## src/rtl/yld_pkg.sv

```systemverilog
package yld_pkg;
  localparam int EXC_W = 3;

  typedef enum logic [EXC_W-1:0] {
    EXC_NONE = 3'd0,
    EXC_MASK = 3'd2,
    EXC_YSI  = 3'd4
  } yld_exc_e;

  typedef enum logic [1:0] {
    OP_ZERO,
    OP_POS,
    OP_NEG_EXEMPT,
    OP_NEG
  } yld_op_e;

  typedef struct packed {
    logic     deact;
    logic     fault;
    yld_exc_e code;
  } yld_dec_t;
endpackage

```

## src/rtl/yld_sibling_scan.sv

```systemverilog
module yld_sibling_scan #(
  parameter int NUM_CTX = 4,
  parameter int VP_W    = 2,
  parameter int CTX_W   = (NUM_CTX > 1) ? $clog2(NUM_CTX) : 1
) (
  input  logic [NUM_CTX-1:0][VP_W-1:0] ctx_vp_i,
  input  logic [NUM_CTX-1:0]           ctx_da_i,
  input  logic [NUM_CTX-1:0]           ctx_halt_i,
  input  logic [NUM_CTX-1:0]           ctx_act_i,
  input  logic [VP_W-1:0]              self_vp_i,
  input  logic [CTX_W-1:0]             self_idx_i,
  input  logic [CTX_W-1:0]             last_idx_i,
  output logic                         sib_o
);
  logic [NUM_CTX-1:0] hit;

  for (genvar i = 0; i < NUM_CTX; i++) begin : g_ctx
    logic in_range, same_vp, not_self, live;
    assign in_range = (CTX_W'(i) <= last_idx_i);
    assign same_vp  = (ctx_vp_i[i] == self_vp_i);
    assign not_self = (CTX_W'(i) != self_idx_i);
    assign live     = ctx_da_i[i] & ~ctx_halt_i[i] & ctx_act_i[i];
    assign hit[i]   = in_range & same_vp & not_self & live;
  end

  assign sib_o = |hit;
endmodule

```

## src/rtl/yld_op_class.sv

```systemverilog
module yld_op_class
  import yld_pkg::*;
#(
  parameter int DATA_W = 32
) (
  input  logic [DATA_W-1:0] operand_i,
  input  logic [DATA_W-1:0] mask_i,
  output yld_op_e           cls_o,
  output logic              outside_o,
  output logic [DATA_W-1:0] result_o
);
  localparam logic [DATA_W-1:0] NEG_TWO = {{(DATA_W-1){1'b1}}, 1'b0};

  always_comb begin
    if (operand_i == '0)              cls_o = OP_ZERO;
    else if (!operand_i[DATA_W-1])    cls_o = OP_POS;
    else if (operand_i == NEG_TWO)    cls_o = OP_NEG_EXEMPT;
    else                              cls_o = OP_NEG;
  end

  assign outside_o = |(operand_i & ~mask_i);
  assign result_o  = operand_i & mask_i;
endmodule

```

## src/rtl/yld_decide.sv

```systemverilog
module yld_decide
  import yld_pkg::*;
(
  input  yld_op_e  cls_i,
  input  logic     outside_i,
  input  logic     sib_i,
  input  logic     dt_i,
  input  logic     ysi_en_i,
  output yld_dec_t dec_o
);
  always_comb begin
    dec_o = '{deact: 1'b0, fault: 1'b0, code: EXC_NONE};
    unique case (cls_i)
      OP_ZERO: dec_o.deact = sib_i;
      OP_POS: if (outside_i) begin
        dec_o.fault = 1'b1;
        dec_o.code  = EXC_MASK;
      end
      OP_NEG: if (ysi_en_i && dt_i) begin
        dec_o.fault = 1'b1;
        dec_o.code  = EXC_YSI;
      end
      default: ;
    endcase
  end
endmodule

```

## src/rtl/yld_unit.sv

```systemverilog
module yld_unit
  import yld_pkg::*;
#(
  parameter int NUM_CTX = 4,
  parameter int VP_W    = 2,
  parameter int DATA_W  = 32,
  parameter int CTX_W   = (NUM_CTX > 1) ? $clog2(NUM_CTX) : 1
) (
  input  logic                         clk_i,
  input  logic                         rst_ni,
  input  logic                         req_i,
  input  logic [DATA_W-1:0]            operand_i,
  input  logic [DATA_W-1:0]            mask_i,
  input  logic [VP_W-1:0]              self_vp_i,
  input  logic [CTX_W-1:0]             self_idx_i,
  input  logic [CTX_W-1:0]             last_idx_i,
  input  logic                         dt_i,
  input  logic                         ysi_en_i,
  input  logic [NUM_CTX-1:0][VP_W-1:0] ctx_vp_i,
  input  logic [NUM_CTX-1:0]           ctx_da_i,
  input  logic [NUM_CTX-1:0]           ctx_halt_i,
  input  logic [NUM_CTX-1:0]           ctx_act_i,
  output logic                         done_o,
  output logic                         deact_o,
  output logic                         fault_o,
  output logic [EXC_W-1:0]             exc_code_o,
  output logic [DATA_W-1:0]            result_o
);
  logic              sib;
  yld_op_e           cls;
  logic              outside;
  logic [DATA_W-1:0] res_d;
  yld_dec_t          dec;

  yld_sibling_scan #(.NUM_CTX(NUM_CTX), .VP_W(VP_W), .CTX_W(CTX_W)) u_scan (
    .ctx_vp_i   (ctx_vp_i),
    .ctx_da_i   (ctx_da_i),
    .ctx_halt_i (ctx_halt_i),
    .ctx_act_i  (ctx_act_i),
    .self_vp_i  (self_vp_i),
    .self_idx_i (self_idx_i),
    .last_idx_i (last_idx_i),
    .sib_o      (sib)
  );

  yld_op_class #(.DATA_W(DATA_W)) u_cls (
    .operand_i (operand_i),
    .mask_i    (mask_i),
    .cls_o     (cls),
    .outside_o (outside),
    .result_o  (res_d)
  );

  yld_decide u_dec (
    .cls_i     (cls),
    .outside_i (outside),
    .sib_i     (sib),
    .dt_i      (dt_i),
    .ysi_en_i  (ysi_en_i),
    .dec_o     (dec)
  );

  always_ff @(posedge clk_i or negedge rst_ni) begin
    if (!rst_ni) begin
      done_o     <= 1'b0;
      deact_o    <= 1'b0;
      fault_o    <= 1'b0;
      exc_code_o <= '0;
      result_o   <= '0;
    end else begin
      done_o  <= req_i;
      deact_o <= req_i & dec.deact;
      fault_o <= req_i & dec.fault;
      if (req_i) begin
        exc_code_o <= dec.code;
        result_o   <= res_d;
      end
    end
  end
endmodule

```

## config.mk

```make
export PLATFORM = sky130hd
export DESIGN_NAME = yld_unit
export DESIGN_NICKNAME = d
export VERILOG_FILES = /design/src/rtl/yld_pkg.sv /design/src/rtl/yld_sibling_scan.sv /design/src/rtl/yld_op_class.sv /design/src/rtl/yld_decide.sv /design/src/rtl/yld_unit.sv
export SDC_FILE = /design/constraint.sdc
export NUM_CORES = 1
export LEC_CHECK = 0
export BUFFER_PORTS_ARGS = -buffer_cell sky130_fd_sc_hd__buf_2
export CORE_MARGIN = 1.5
export CORE_UTILIZATION = 42
export CTS_CLUSTER_DIAMETER = 120
export DETAILED_ROUTE_END_ITERATION = 16
export PLACE_DENSITY = 0.8
export SLEW_MARGIN = 0
export SYNTH_ARGS = -nofsm -noshare
export SYNTH_HDL_FRONTEND = slang
export SYNTH_SLANG_ARGS = --single-unit
```

## constraint.sdc

```tcl
create_clock -name clk_i -period 0.8 [get_ports clk_i]
set_clock_uncertainty 0.1 [all_clocks]
set_input_delay 0.04 -clock clk_i [delete_from_list [all_inputs] [get_ports clk_i]]
set_output_delay 0.04 -clock clk_i [all_outputs]
set_load 0.05 [all_outputs]
```

==> results of run 1 <==
-- cell families after synthesis --
kind of cell | Yosys count | synth area share [%]
simple gates | 66 | 18.80
other cells | 1 | 0.1878
compound gates | 58 | 16.73
buf+inv | 75 | 14.41
xor+xnor | 8 | 3.509
flops | 37 | 46.37
-- timing repair --
item	in CTS
setup buffers	2
pin swaps	7
endpoints found under the setup margin	41
hold buffers	39
hold endpoints to repair	71
cloned	0
gates resized for setup	111
-- per-layer routing --
layer / global-route usage, % / overflow
met3: 47.50 / 0
met4: 74.63 / 5
met5: 5.051 / 0
met2: 88.99 / 2
met1: 63.65 / 0
-- through the flow --
stage                     util [%]  hold slack [ns]  area [um^2]
after CTS                    86.83         -0.06195         3885
after detailed placement     67.39         -0.08129         3015
after global placement       67.39         -0.07936         3015
after floorplan                  -          -0.3556         2083
==> impl_table.tex, run 1 <==
\begin{tabular}{lr}
\hline
Metric & Value \\
\hline
\multicolumn{2}{l}{\textbf{Clock network}} \\
Count of clock tree sinks & 37 \\
Number of CTS-inserted buffers & 5 \\
Clock tree root buffer cell & clkbuf\_8 \\
Buffer levels on the longest clock path & 2 \\
Max H-tree Level & 2 \\
\multicolumn{2}{l}{\textbf{Placed design}} \\
Number of buffers inserted by port buffering & 131 \\
Post-DP HPWL & 5553 um \\
Final weighted congestion of routability-driven global placement & 0.9179 \\
Post-Place Worst Slack & -0.5707 ns \\
Total instance count after detailed placement & 448 \\
\multicolumn{2}{l}{\textbf{Logic synthesis}} \\
Yosys warning total & 0 \\
Post-Syn Nets & 340 \\
Post-synth top area cell & dfrtp\_1 \\
Most common cell in the netlist & inv\_1 \\
Flip-flop and latch count after synthesis & 37 \\
Number of flops mapped to enable cells by yosys & 0 \\
Post-Synthesis Cell Area & 1997 um\^{}2 \\
Cell types occupying the most area after synthesis & dfrtp\_1, inv\_1, nand3\_1, o21ai\_0, o22ai\_1 \\
Most numerous cell types in the synthesized netlist & inv\_1, dfrtp\_1, nand3\_1 \\
Synth async-reset ratio & 100.0\% \\
Share of the synthesized area in the top cell type & 46.37\% \\
Mean Syn Cell Area & 8.151 um\^{}2 \\
Sequential element share of the synthesized area & 46.37\% \\
Predominant post-synthesis flop cell & dfrtp\_1 \\
Mapped Cells & 245 \\
Number of library cell types mapped by synthesis & 25 \\
\multicolumn{2}{l}{\textbf{Floorplan}} \\
Initial Util & 44.63\% \\
Die Width & 71.96 um \\
Vertical extent of the die & 71.96 um \\
Top-level I/O count & 133 \\
Row count & 24 \\
\multicolumn{2}{l}{\textbf{Run status}} \\
Tool Error & [ERROR GRT-0232] Routing congestion too high. Check the congestion heatmap in the GUI. \\
Outcome & did not finish \\
Stage where the flow stopped & global routing (5\_1\_grt) \\
\multicolumn{2}{l}{\textbf{Timing}} \\
Worst-path endpoint category & register input \\
Endpoint with the least setup slack after the last repair & exc\_code\_o[1]\$\_DFFE\_PN0P\_/D \\
\multicolumn{2}{l}{\textbf{Global route}} \\
Grt ovf & 7 \\
Total GRT Usage & 67.35\% \\
Maximum number of pins on one net before global-route repair & 38 \\
\hline
\end{tabular}
==> run 2, diff against run 1 <==
CORE_UTILIZATION = 40   (was 42)
CTS_CLUSTER_DIAMETER = unset   (was 120)
PLACE_DENSITY = unset   (was 0.8)
PLACE_DENSITY_LB_ADDON = 0.15   (was unset)
==> run 2 against run 1 <==
Against the previous run: the flow now finishes, with violations (hold timing, setup timing); synthesized area unchanged; synthesized cell count unchanged.
==> impl_table.tex, run 2 <==
\begin{tabular}{lr}
\hline
Metric & Value \\
\hline
\multicolumn{2}{l}{\textbf{Worst setup path}} \\
CP Data Arrival Time & 1.12 ns \\
Reg2Reg Setup Slack & -0.05 ns \\
Maximum cell stage delay along the critical path & 0.41 ns \\
Category of the most critical setup path & input port to register \\
Category of the worst setup path launch point & input port \\
CP max stage cell & nor4\_1 \\
Capture point of the worst reg-to-reg path & result\_o[12]\$\_DFFE\_PN0P\_ \\
Maximum fanout count along the critical path & 4 \\
Critical path cell sequence & buf\_2 > nand4\_1 > nor4\_1 > nand2\_1 > nand3b\_1 > o22ai\_1 \\
Count of cells along the worst register-to-register path & 2 \\
Reg2reg start & result\_o[12]\$\_DFFE\_PN0P\_ \\
Critical Path RT & 0.87 ns \\
Element type at the critical path end & register \\
\multicolumn{2}{l}{\textbf{Min path}} \\
Worst hold path class & input port to register \\
Hold\_sp & ctx\_halt\_i[1] \\
Number of instances on the worst hold path & 3 \\
Hold worst-path end & deact\_o\$\_DFF\_PN0\_ \\
\multicolumn{2}{l}{\textbf{Global route}} \\
Grt ovf & 0 \\
Vias in the first global route & 2598 \\
Maximum number of pins on one net before global-route repair & 43 \\
Wire length of the first global-routing pass & 12070 um \\
Number of antenna violations at the first check in global routing & 1 \\
Total GRT Usage & 29.54\% \\
\multicolumn{2}{l}{\textbf{Floorplan}} \\
Vertical extent of the die & 73.66 um \\
Floorplan die area & 5425 um\^{}2 \\
Row count & 25 \\
Core Region & 4755 um\^{}2 \\
Die Width & 73.66 um \\
Top-level I/O count & 133 \\
Initial Util & 42.00\% \\
\multicolumn{2}{l}{\textbf{Placed design}} \\
Final weighted congestion of routability-driven global placement & 0.8703 \\
Post-DP HPWL & 5141 um \\
Number of buffers inserted by port buffering & 131 \\
\multicolumn{2}{l}{\textbf{Power}} \\
Leakage power of the design & 2.020 nW \\
Total Power & 5.504 mW \\
Total power per unit cell area & 1377 nW/um\^{}2 \\
Worst vdd rail ir drop & 0.8245 mV \\
\multicolumn{2}{l}{\textbf{Timing}} \\
Final hold viol count & 8 \\
Setup-failing EPs final & 44 \\
Total Negative Setup Slacks & -8.106 ns \\
Share of the clock period used by the worst path after layout & 131.2\% \\
RSZ-0062 raised after global routing & yes \\
Slew Viols, Final & 0 \\
Worst-case hold slack & -0.06581 ns \\
Setup WS post-layout & -0.2495 ns \\
Achievable Freq & 0.9528 GHz \\
Final period demand of the worst path & 1.050 ns \\
\multicolumn{2}{l}{\textbf{Finish}} \\
Number of flip-flops in the largest register & 32 \\
Nets & 536 \\
Largest registers ranked by flip-flop count & result\_o (32), exc\_code\_o (2) \\
Register ranked first by flip-flop count & result\_o \\
Proportion of layout cells with a drive suffix above 1 & 48.64\% \\
Leading cell types in the layout, fill and taps excluded & buf\_2, inv\_1, buf\_6 \\
Leading cell type in the layout, fill and taps excluded & buf\_2 \\
Post-synthesis to final-layout area growth & 100.1\% \\
\multicolumn{2}{l}{\textbf{Clock network}} \\
Count of clock tree sinks & 37 \\
Buffer levels on the longest clock path & 2 \\
Max H-tree Level & 2 \\
Number of CTS-inserted buffers & 5 \\
Clock-pin slew reported for the worst setup and hold paths after clock tree synthesis & 0.07 ns \\
Clock tree root buffer cell & clkbuf\_8 \\
Clock tree from TritonCTS & yes \\
Clock latency reported for the late side of the worst-skew pair & 0.29 ns \\
\multicolumn{2}{l}{\textbf{Logic synthesis}} \\
Mean Syn Cell Area & 8.151 um\^{}2 \\
Cell types occupying the most area after synthesis & dfrtp\_1, inv\_1, nand3\_1, o21ai\_0, o22ai\_1 \\
Most common cell in the netlist & inv\_1 \\
Post-synth top area cell & dfrtp\_1 \\
Post-Syn Nets & 340 \\
Number of library cell types mapped by synthesis & 25 \\
Most numerous cell types in the synthesized netlist & inv\_1, dfrtp\_1, nand3\_1 \\
Flip-flop and latch count after synthesis & 37 \\
Post-Synthesis Cell Area & 1997 um\^{}2 \\
Share of the synthesized area in the top cell type & 46.37\% \\
Mapped Cells & 245 \\
Number of flops mapped to enable cells by yosys & 0 \\
Predominant post-synthesis flop cell & dfrtp\_1 \\
Sequential element share of the synthesized area & 46.37\% \\
Yosys warning total & 0 \\
Synth async-reset ratio & 100.0\% \\
\multicolumn{2}{l}{\textbf{Drt}} \\
Via density per instance & 5.365 \\
Routed wire length & 8803 um \\
DR DRC count & 0 \\
Antenna-violating nets left & 0 \\
Routed via count & 2736 \\
WL per Instance & 17.26 um \\
DRC violation total after the first TritonRoute iteration & 252 \\
Number of iterations in the first detailed-routing pass & 7 \\
\multicolumn{2}{l}{\textbf{Run status}} \\
Outcome & complete, but fails checks \\
Violations in the final reports & hold timing, setup timing \\
\multicolumn{2}{l}{\textbf{Flow run}} \\
Max cap viols & 0 \\
\hline
\end{tabular}
==> run 2: per-stage QoR <==
step	worst slack [ns]	area (um^2)	util (%)	cells
6_report	-0.2495	3996	84.05	510
5_1_grt	-0.2510	3996	84.05	510
4_1_cts	-0.2263	3887	81.76	508
3_5_place_dp	-0.4569	2969	62.45	456
3_3_place_gp	-0.4534	2969	62.45	456
2_1_floorplan	-0.1475	2083	-	245
==> run 2: power breakdown <==
part	internal [mW]	switching, mW
logic	0.903	1.18
registers	2.03	0.110
clock network	0.604	0.672
total	3.54	1.96
==> run 2: routing by layer <==
layer | routed length [um] | share of wire [%] | vias to the layer above | track usage, %
met5 | 0 | 0 | - | 0
met4 | 343 | 3.9 | 0 | 10.29
met3 | 733 | 8.3 | 37 | 6.859
met2 | 4415 | 50 | 163 | 53.65
met1 | 3310 | 38 | 1298 | 33.65
li1 | - | - | 1238 | -
==> run 2: layout make-up <==
class | count | area [um^2]
Fill cell | 277 | 758.2
Clock inverter | 2 | 10.01
Antenna cell | 1 | 2.502
Clock buffer | 6 | 72.57
Tap cell | 67 | 83.83
Inverter | 67 | 251.5
Multi-Input combinational cell | 133 | 949.7
Timing Repair Buffer | 197 | 1658
Sequential cell | 37 | 968.4
==> run 2: what timing repair did <==
action / in CTS / in global routing
setup buffers: 0 / 0
hold endpoints to repair: 70 / 11
pin swaps: 15 / 11
hold buffers: 44 / 1
setup endpoints to repair: 41 / 61
resized for setup: 113 / 31
==> run 2: worst max-delay path by stage <==
stage	cells past startpoint	start	end	slack [ns]
CTS	1	result_o[0]$_DFFE_PN0P_	result_o[0]	-0.23
global route	6	operand_i[27]	exc_code_o[1]$_DFFE_PN0P_	-0.25
global placement	6	operand_i[6]	exc_code_o[2]$_DFFE_PN0P_	-0.45
finish	6	operand_i[12]	exc_code_o[1]$_DFFE_PN0P_	-0.25
floorplan	5	operand_i[17]	exc_code_o[1]$_DFFE_PN0P_	-0.15
detailed placement	6	operand_i[9]	exc_code_o[1]$_DFFE_PN0P_	-0.46
==> run 2: cell families after synthesis <==
group	count (synthesis)	synth area share (%)
xor+xnor	8	3.509
buf+inv	75	14.41
compound gates	58	16.73
simple gates	66	18.80
other cells	1	0.1878
flops	37	46.37
==> run 2: worst max-delay path, delay by kind of cell <==
family,cells,cell delay (ns)
compound gates,1,0.10
buf+inv,1,0.15
simple gates,4,0.82
Power figures use the tool's default switching activity.
==> run 3, diff against run 2 <==
CELL_PAD_IN_SITES_DETAIL_PLACEMENT = 1   (was unset)
CELL_PAD_IN_SITES_GLOBAL_PLACEMENT = 2   (was unset)
CORE_UTILIZATION = 21   (was 40)
REMOVE_ABC_BUFFERS = 1   (was unset)
==> run 3 against run 2 <==
Against the previous run: the run still ends with hold timing, setup timing left; highest routed layer unchanged; setup slack better by 0.027 ns; critical path type is now register to output port; power is 1.7% higher; sequential power is essentially flat; fmax increased by 2.6%; first-iteration DRC count fell by 82%; sequential cell count is the same; final cell count up 14%.
==> impl_table.tex, run 3 (synthesis results as in run 2) <==
\begin{tabular}{lr}
\hline
Metric & Value \\
\hline
\multicolumn{2}{l}{\textbf{Run status}} \\
Outcome & complete, but fails checks \\
Violations in the final reports & hold timing, setup timing \\
\multicolumn{2}{l}{\textbf{Finish}} \\
Post-synthesis to final-layout area growth & 104.0\% \\
Number of diodes added for antenna fixing & 0 \\
Proportion of layout cells with a drive suffix above 1 & 43.71\% \\
Register ranked first by flip-flop count & result\_o \\
Flip-flop and latch area & 925.9 um\^{}2 \\
Area of the multi-input gates & 929.6 um\^{}2 \\
Nets & 548 \\
Largest registers ranked by flip-flop count & result\_o (32), exc\_code\_o (2) \\
Leading cell type in the layout, fill and taps excluded & buf\_2 \\
Non-filler cells, final & 582 \\
Number of flip-flops in the largest register & 32 \\
Leading cell types in the layout, fill and taps excluded & buf\_2, inv\_1, buf\_6 \\
Fill cell total of the finished layout & 1095 \\
Final Cell Area & 4074 um\^{}2 \\
\multicolumn{2}{l}{\textbf{Power}} \\
Worst vdd rail ir drop & 0.6734 mV \\
Combinational group share of total power & 37.6\% \\
Total power per unit cell area & 1374 nW/um\^{}2 \\
Fraction of power spent switching nets & 35.07\% \\
Sequential share of power & 37.9\% \\
Leakage power of the design & 2.069 nW \\
Power share of the clock group & 24.6\% \\
Cell internal power dissipation & 3.635 mW \\
Net Sw Power & 1.963 mW \\
\multicolumn{2}{l}{\textbf{Min path}} \\
Hold\_sp & last\_idx\_i[1] \\
Worst hold path class & input port to register \\
Hold worst-path end & deact\_o\$\_DFF\_PN0\_ \\
Number of instances on the worst hold path & 3 \\
\multicolumn{2}{l}{\textbf{Worst setup path}} \\
Category of the most critical setup path & register to output port \\
CP max stage cell & dfrtp\_1 \\
Reg2Reg Setup Slack & -0.06 ns \\
CP Data Arrival Time & 0.88 ns \\
Buffers \& Inverters on Critical Path & 1 \\
Element type at the critical path end & output port \\
Critical path cell sequence & buf\_6 \\
Capture point of the worst reg-to-reg path & result\_o[5]\$\_DFFE\_PN0P\_ \\
Count of cells along the worst register-to-register path & 3 \\
Top Family by Delay on Critical Path & flip-flops \\
Maximum cell stage delay along the critical path & 0.42 ns \\
Critical Path RT & 0.66 ns \\
Maximum fanout count along the critical path & 2 \\
Category of the worst setup path launch point & register \\
Reg2reg start & result\_o[5]\$\_DFFE\_PN0P\_ \\
\multicolumn{2}{l}{\textbf{Placed design}} \\
Final weighted congestion of routability-driven global placement & 0.7993 \\
Post-Place Worst Slack & -0.5845 ns \\
Number of buffers inserted by port buffering & 131 \\
Post-DP HPWL & 6450 um \\
Total instance count after detailed placement & 524 \\
Post-placement cell area & 3018 um\^{}2 \\
\multicolumn{2}{l}{\textbf{Timing}} \\
Worst-case hold slack & -0.06744 ns \\
Achievable Freq & 0.9779 GHz \\
RSZ-0062 raised after global routing & yes \\
Setup WS post-layout & -0.2226 ns \\
Share of the clock period used by the worst path after layout & 127.8\% \\
Slew Viols, Final & 0 \\
Final period demand of the worst path & 1.023 ns \\
Final hold viol count & 19 \\
Setup-failing EPs final & 50 \\
\multicolumn{2}{l}{\textbf{Floorplan}} \\
Initial Util & 21.61\% \\
Row count & 35 \\
Core Region & 9240 um\^{}2 \\
Vertical extent of the die & 100.5 um \\
Die Width & 100.5 um \\
Top-level I/O count & 133 \\
Floorplan die area & 10100 um\^{}2 \\
\multicolumn{2}{l}{\textbf{Drt}} \\
Antenna-violating nets left & 0 \\
Via density per instance & 4.424 \\
Routed wire length & 8677 um \\
DRC violation total after the first TritonRoute iteration & 45 \\
Number of iterations in the first detailed-routing pass & 4 \\
WL per Instance & 14.91 um \\
Routed via count & 2575 \\
DR DRC count & 0 \\
\multicolumn{2}{l}{\textbf{Flow run}} \\
Max cap viols & 0 \\
\multicolumn{2}{l}{\textbf{Clock network}} \\
Clock-pin slew reported for the worst setup and hold paths after clock tree synthesis & 0.08 ns \\
Max H-tree Level & 2 \\
Count of clock tree sinks & 37 \\
Clock tree from TritonCTS & yes \\
Clock latency reported for the late side of the worst-skew pair & 0.29 ns \\
Clock tree root buffer cell & clkbuf\_8 \\
Buffer levels on the longest clock path & 2 \\
Number of CTS-inserted buffers & 5 \\
\multicolumn{2}{l}{\textbf{Global route}} \\
Maximum number of pins on one net before global-route repair & 45 \\
Number of antenna violations at the first check in global routing & 0 \\
Grt ovf & 0 \\
Wire length of the first global-routing pass & 13360 um \\
Vias in the first global route & 2632 \\
Total GRT Usage & 17.33\% \\
\hline
\end{tabular}
[run 3: cell type report]
type | count | share of cell area, %
multi-input cells | 133 | 22.82
flip-flops and latches | 37 | 22.73
inverters | 67 | 6.173
well taps | 129 | 3.962
clock buffers | 7 | 2.119
repair buffers | 209 | 42.20
[run 3: per-stage QoR]
| stage | hold WS, ns | setup TNS [ns] | util, % | total power, mW |
|---|---|---|---|---|
| 2_1_floorplan | -0.3556 | -6.376 | - | 2.890 |
| 3_3_place_gp | -0.06773 | -2.146 | 32.66 | 3.677 |
| 3_5_place_dp | -0.07019 | -2.261 | 32.66 | 3.693 |
| 4_1_cts | -0.06463 | -7.608 | 42.07 | 5.529 |
| 5_1_grt | -0.05620 | -9.487 | 44.09 | 5.918 |
| 6_report | -0.06744 | -7.642 | 44.09 | 5.599 |
[run 3: routing by layer]
layer  part of all wire, %  vias to the layer above  GRT usage, %  wire (um)
met3                   6.7                       10         4.092        583
met2                    48                       91         29.83       4157
li1                      -                     1253             -          -
met4                   1.6                        0         4.225        138
met5                     0                        -             0          0
met1                    44                     1221         21.96       3798
[run 3: worst max-delay path by stage]
stage / to / cells after the start / slack, ns / from
finish: exc_code_o[1] / 1 / -0.22 / exc_code_o[1]$_DFFE_PN0P_
global route: exc_code_o[1] / 1 / -0.26 / exc_code_o[1]$_DFFE_PN0P_
CTS: exc_code_o[1] / 1 / -0.23 / exc_code_o[1]$_DFFE_PN0P_
detailed placement: exc_code_o[1]$_DFFE_PN0P_ / 6 / -0.58 / operand_i[17]
global placement: exc_code_o[1]$_DFFE_PN0P_ / 6 / -0.56 / operand_i[25]
floorplan: exc_code_o[1]$_DFFE_PN0P_ / 2 / -0.19 / exc_code_o[1]$_DFFE_PN0P_
[run 3: worst min-delay path: stages]
cell and delay (ns):
buf_2 0.11, o21ai_1 0.07, a31oi_1 0.07
[run 3: repair_timing]
item,in CTS,in global routing
gates resized for setup,109,53
endpoints found under the setup margin,41,66
hold buffers,40,2
pin swaps,12,14
hold endpoints to repair,71,18
buffers inserted,5,8
[run 3: power groups by stage]
| stage | Combinational (mW) | Sequential (mW) | Clock, mW |
|---|---|---|---|
| floorplan | 0.272 | 2.62 | 0 |
| global placement | 1.56 | 2.11 | 0 |
| detailed placement | 1.58 | 2.12 | 0 |
| CTS | 2.00 | 2.12 | 1.42 |
| global route | 2.26 | 2.14 | 1.52 |
| finish | 2.10 | 2.12 | 1.38 |
==> run 4, diff against run 3 <==
ABC_AREA = 1   (was unset)
==> run 4 against run 3 <==
Against the previous run: sequential power barely moved; global-route usage fell by 0.92 points; the run still ends with hold timing, setup timing left; hold slack got worse by 0.017 ns; register-to-register slack barely moved; synthesized area rose by 12%; count of clock-buffer cells in the layout did not move; non-clock buffer count rose by 8; cell area rose by 13%; critical path type unchanged; sequential cell count did not move; synthesized cell count rose by 40%.
==> impl_table.tex, run 4 <==
\begin{tabular}{lr}
\hline
Metric & Value \\
\hline
\multicolumn{2}{l}{\textbf{Worst setup path}} \\
Maximum fanout count along the critical path & 2 \\
Category of the most critical setup path & register to output port \\
Reg2reg start & result\_o[27]\$\_DFFE\_PN0P\_ \\
Category of the worst setup path launch point & register \\
Capture point of the worst reg-to-reg path & result\_o[27]\$\_DFFE\_PN0P\_ \\
Count of cells along the worst register-to-register path & 3 \\
Top Family by Delay on Critical Path & flip-flops \\
Reg2Reg Setup Slack & -0.05 ns \\
Critical path cell sequence & buf\_6 \\
CP Launch Point & result\_o[31]\$\_DFFE\_PN0P\_ \\
CP Data Arrival Time & 0.86 ns \\
Buffers \& Inverters on Critical Path & 1 \\
Critical Path RT & 0.66 ns \\
CP max stage cell & dfrtp\_1 \\
Maximum cell stage delay along the critical path & 0.41 ns \\
Element type at the critical path end & output port \\
\multicolumn{2}{l}{\textbf{Drt}} \\
Routed wire length & 9193 um \\
Routed via count & 2890 \\
WL per Instance & 13.27 um \\
Antenna-violating nets left & 0 \\
DRC violation total after the first TritonRoute iteration & 68 \\
Number of iterations in the first detailed-routing pass & 3 \\
DR DRC count & 0 \\
Via density per instance & 4.170 \\
\multicolumn{2}{l}{\textbf{Finish}} \\
Proportion of layout cells with a drive suffix above 1 & 43.09\% \\
Post-synthesis to final-layout area growth & 106.1\% \\
Final Cell Area & 4591 um\^{}2 \\
Leading cell type in the layout, fill and taps excluded & nand2\_1 \\
Leading cell types in the layout, fill and taps excluded & nand2\_1, buf\_6, buf\_2 \\
Nets & 652 \\
Number of diodes added for antenna fixing & 0 \\
Largest registers ranked by flip-flop count & result\_o (32), exc\_code\_o (2) \\
Number of flip-flops in the largest register & 32 \\
Fill cell total of the finished layout & 1317 \\
Register ranked first by flip-flop count & result\_o \\
\multicolumn{2}{l}{\textbf{Clock network}} \\
Clock tree root buffer cell & clkbuf\_8 \\
Clock latency reported for the late side of the worst-skew pair & 0.28 ns \\
Clock tree from TritonCTS & yes \\
Number of CTS-inserted buffers & 5 \\
Clock-pin slew reported for the worst setup and hold paths after clock tree synthesis & 0.08 ns \\
Count of clock tree sinks & 37 \\
Buffer levels on the longest clock path & 2 \\
Max H-tree Level & 2 \\
\multicolumn{2}{l}{\textbf{Timing}} \\
Setup WS post-layout & -0.1978 ns \\
Final period demand of the worst path & 0.9978 ns \\
Setup-failing EPs final & 51 \\
Achievable Freq & 1.002 GHz \\
RSZ-0062 raised after global routing & yes \\
Worst-case hold slack & -0.08463 ns \\
Final hold viol count & 4 \\
Slew Viols, Final & 0 \\
Share of the clock period used by the worst path after layout & 124.7\% \\
\multicolumn{2}{l}{\textbf{Logic synthesis}} \\
Predominant post-synthesis flop cell & dfrtp\_1 \\
Post-Synthesis Cell Area & 2227 um\^{}2 \\
Most common cell in the netlist & nand2\_1 \\
Share of the synthesized area in the top cell type & 41.57\% \\
Synth async-reset ratio & 100.0\% \\
Mapped Cells & 342 \\
Yosys warning total & 0 \\
Mean Syn Cell Area & 6.512 um\^{}2 \\
Most numerous cell types in the synthesized netlist & nand2\_1, inv\_1, nor2\_1 \\
Flip-flop and latch count after synthesis & 37 \\
Post-synth top area cell & dfrtp\_1 \\
Number of library cell types mapped by synthesis & 26 \\
Number of flops mapped to enable cells by yosys & 0 \\
Sequential element share of the synthesized area & 41.57\% \\
Cell types occupying the most area after synthesis & dfrtp\_1, nand2\_1, inv\_1, nor2\_1, nand3\_1 \\
\multicolumn{2}{l}{\textbf{Global route}} \\
Maximum number of pins on one net before global-route repair & 38 \\
Total GRT Usage & 16.41\% \\
Number of antenna violations at the first check in global routing & 0 \\
Vias in the first global route & 3101 \\
Grt ovf & 0 \\
Wire length of the first global-routing pass & 14780 um \\
\multicolumn{2}{l}{\textbf{Min path}} \\
Worst hold path class & input port to register \\
Hold worst-path end & result\_o[26]\$\_DFFE\_PN0P\_ \\
Hold\_sp & mask\_i[26] \\
Number of instances on the worst hold path & 3 \\
\multicolumn{2}{l}{\textbf{Power}} \\
Leakage power of the design & 2.461 nW \\
Total Power & 5.749 mW \\
Total power per unit cell area & 1252 nW/um\^{}2 \\
Worst vdd rail ir drop & 0.5926 mV \\
\multicolumn{2}{l}{\textbf{Floorplan}} \\
Core Region & 10320 um\^{}2 \\
Top-level I/O count & 133 \\
Vertical extent of the die & 106.0 um \\
Initial Util & 21.57\% \\
Die Width & 106.0 um \\
Floorplan die area & 11230 um\^{}2 \\
Row count & 37 \\
\multicolumn{2}{l}{\textbf{Flow run}} \\
Max cap viols & 0 \\
\multicolumn{2}{l}{\textbf{Placed design}} \\
Post-placement cell area & 3166 um\^{}2 \\
Post-Place Worst Slack & -0.4086 ns \\
Number of buffers inserted by port buffering & 131 \\
Final weighted congestion of routability-driven global placement & 0.6821 \\
Post-DP HPWL & 6389 um \\
\multicolumn{2}{l}{\textbf{Run status}} \\
Violations in the final reports & hold timing, setup timing \\
Outcome & complete, but fails checks \\
\hline
\end{tabular}
[run 4: cell types whose count changed after synthesis, sizes merged, moves of 14 or more]
| cell | change |
|---|---|
| nor4 | -14 |
| inv | -19 |
| o22ai | -19 |
| o21ai | -27 |
| nand2 | +142 |
| nor2 | +42 |
[run 4: timing repair]
item / 4_1_cts / 5_1_grt
hold buffers: 58 / 1
endpoints found under the hold margin: 68 / 5
buffers inserted: 5 / 11
setup endpoints to repair: 41 / 56
gates resized for setup: 100 / 130
pin swaps: 28 / 70
[run 4: layer usage]
metal | track usage [%] | vias to the layer above | routed length, um | part of all wire (%)
met5 | 0 | - | 0 | 0
met4 | 2.896 | 0 | 64 | 0.70
li1 | - | 1464 | - | -
met3 | 3.924 | 7 | 509 | 5.5
met2 | 29.36 | 75 | 4678 | 51
met1 | 20.16 | 1344 | 3940 | 43
[run 4: where the power goes]
group	internal [mW]	switching (mW)	total [mW]	leakage, nW
clock	0.685	0.682	1.37	0.0443
sequential	2.01	0.109	2.12	0.481
combinational	1.06	1.20	2.27	1.94
total	3.75	1.99	5.75	2.46
[run 4: cell type report]
type	count	area [um^2]	share of cell area [%]
repair buffers	217	1937	42.19
flip-flops and latches	37	925.9	20.17
clock buffers	7	86.33	1.881
multi-input cells	248	1291	28.13
well taps	136	170.2	3.707
inverters	48	180.2	3.925
[run 4: how the worst max path moves through the flow]
stage / to / slack, ns / cells after the start
after global routing: result_o[26] / -0.24 / 1
after detailed placement: exc_code_o[2]$_DFFE_PN0P_ / -0.41 / 9
after floorplan: exc_code_o[1]$_DFFE_PN0P_ / -0.20 / 3
after global placement: deact_o$_DFF_PN0_ / -0.40 / 9
final: result_o[31] / -0.20 / 1
after CTS: result_o[26] / -0.22 / 1
[run 4: cells by family (layout without fill, tap and decap cells)]
family | after synthesis | count (layout) | share of synthesized area, %
other | 1 | 1 | 0.1684
and+or+nand+nor | 228 | 228 | 41.91
buffers and inverters | 57 | 272 | 10.22
AOI/OAI and AO/OA | 14 | 14 | 4.157
xor gates and xnor gates | 5 | 5 | 1.966
DFF | 37 | 37 | 41.57
[run 4: through the flow]
stage | std cells | TNS [ns] | util, %
detailed placement | 618 | -1.742 | 30.66
global placement | 618 | -1.607 | 30.66
global route | 693 | -8.839 | 44.47
finish | 693 | -7.081 | 44.47
floorplan | 333 | -5.632 | -
CTS | 685 | -7.423 | 40.25
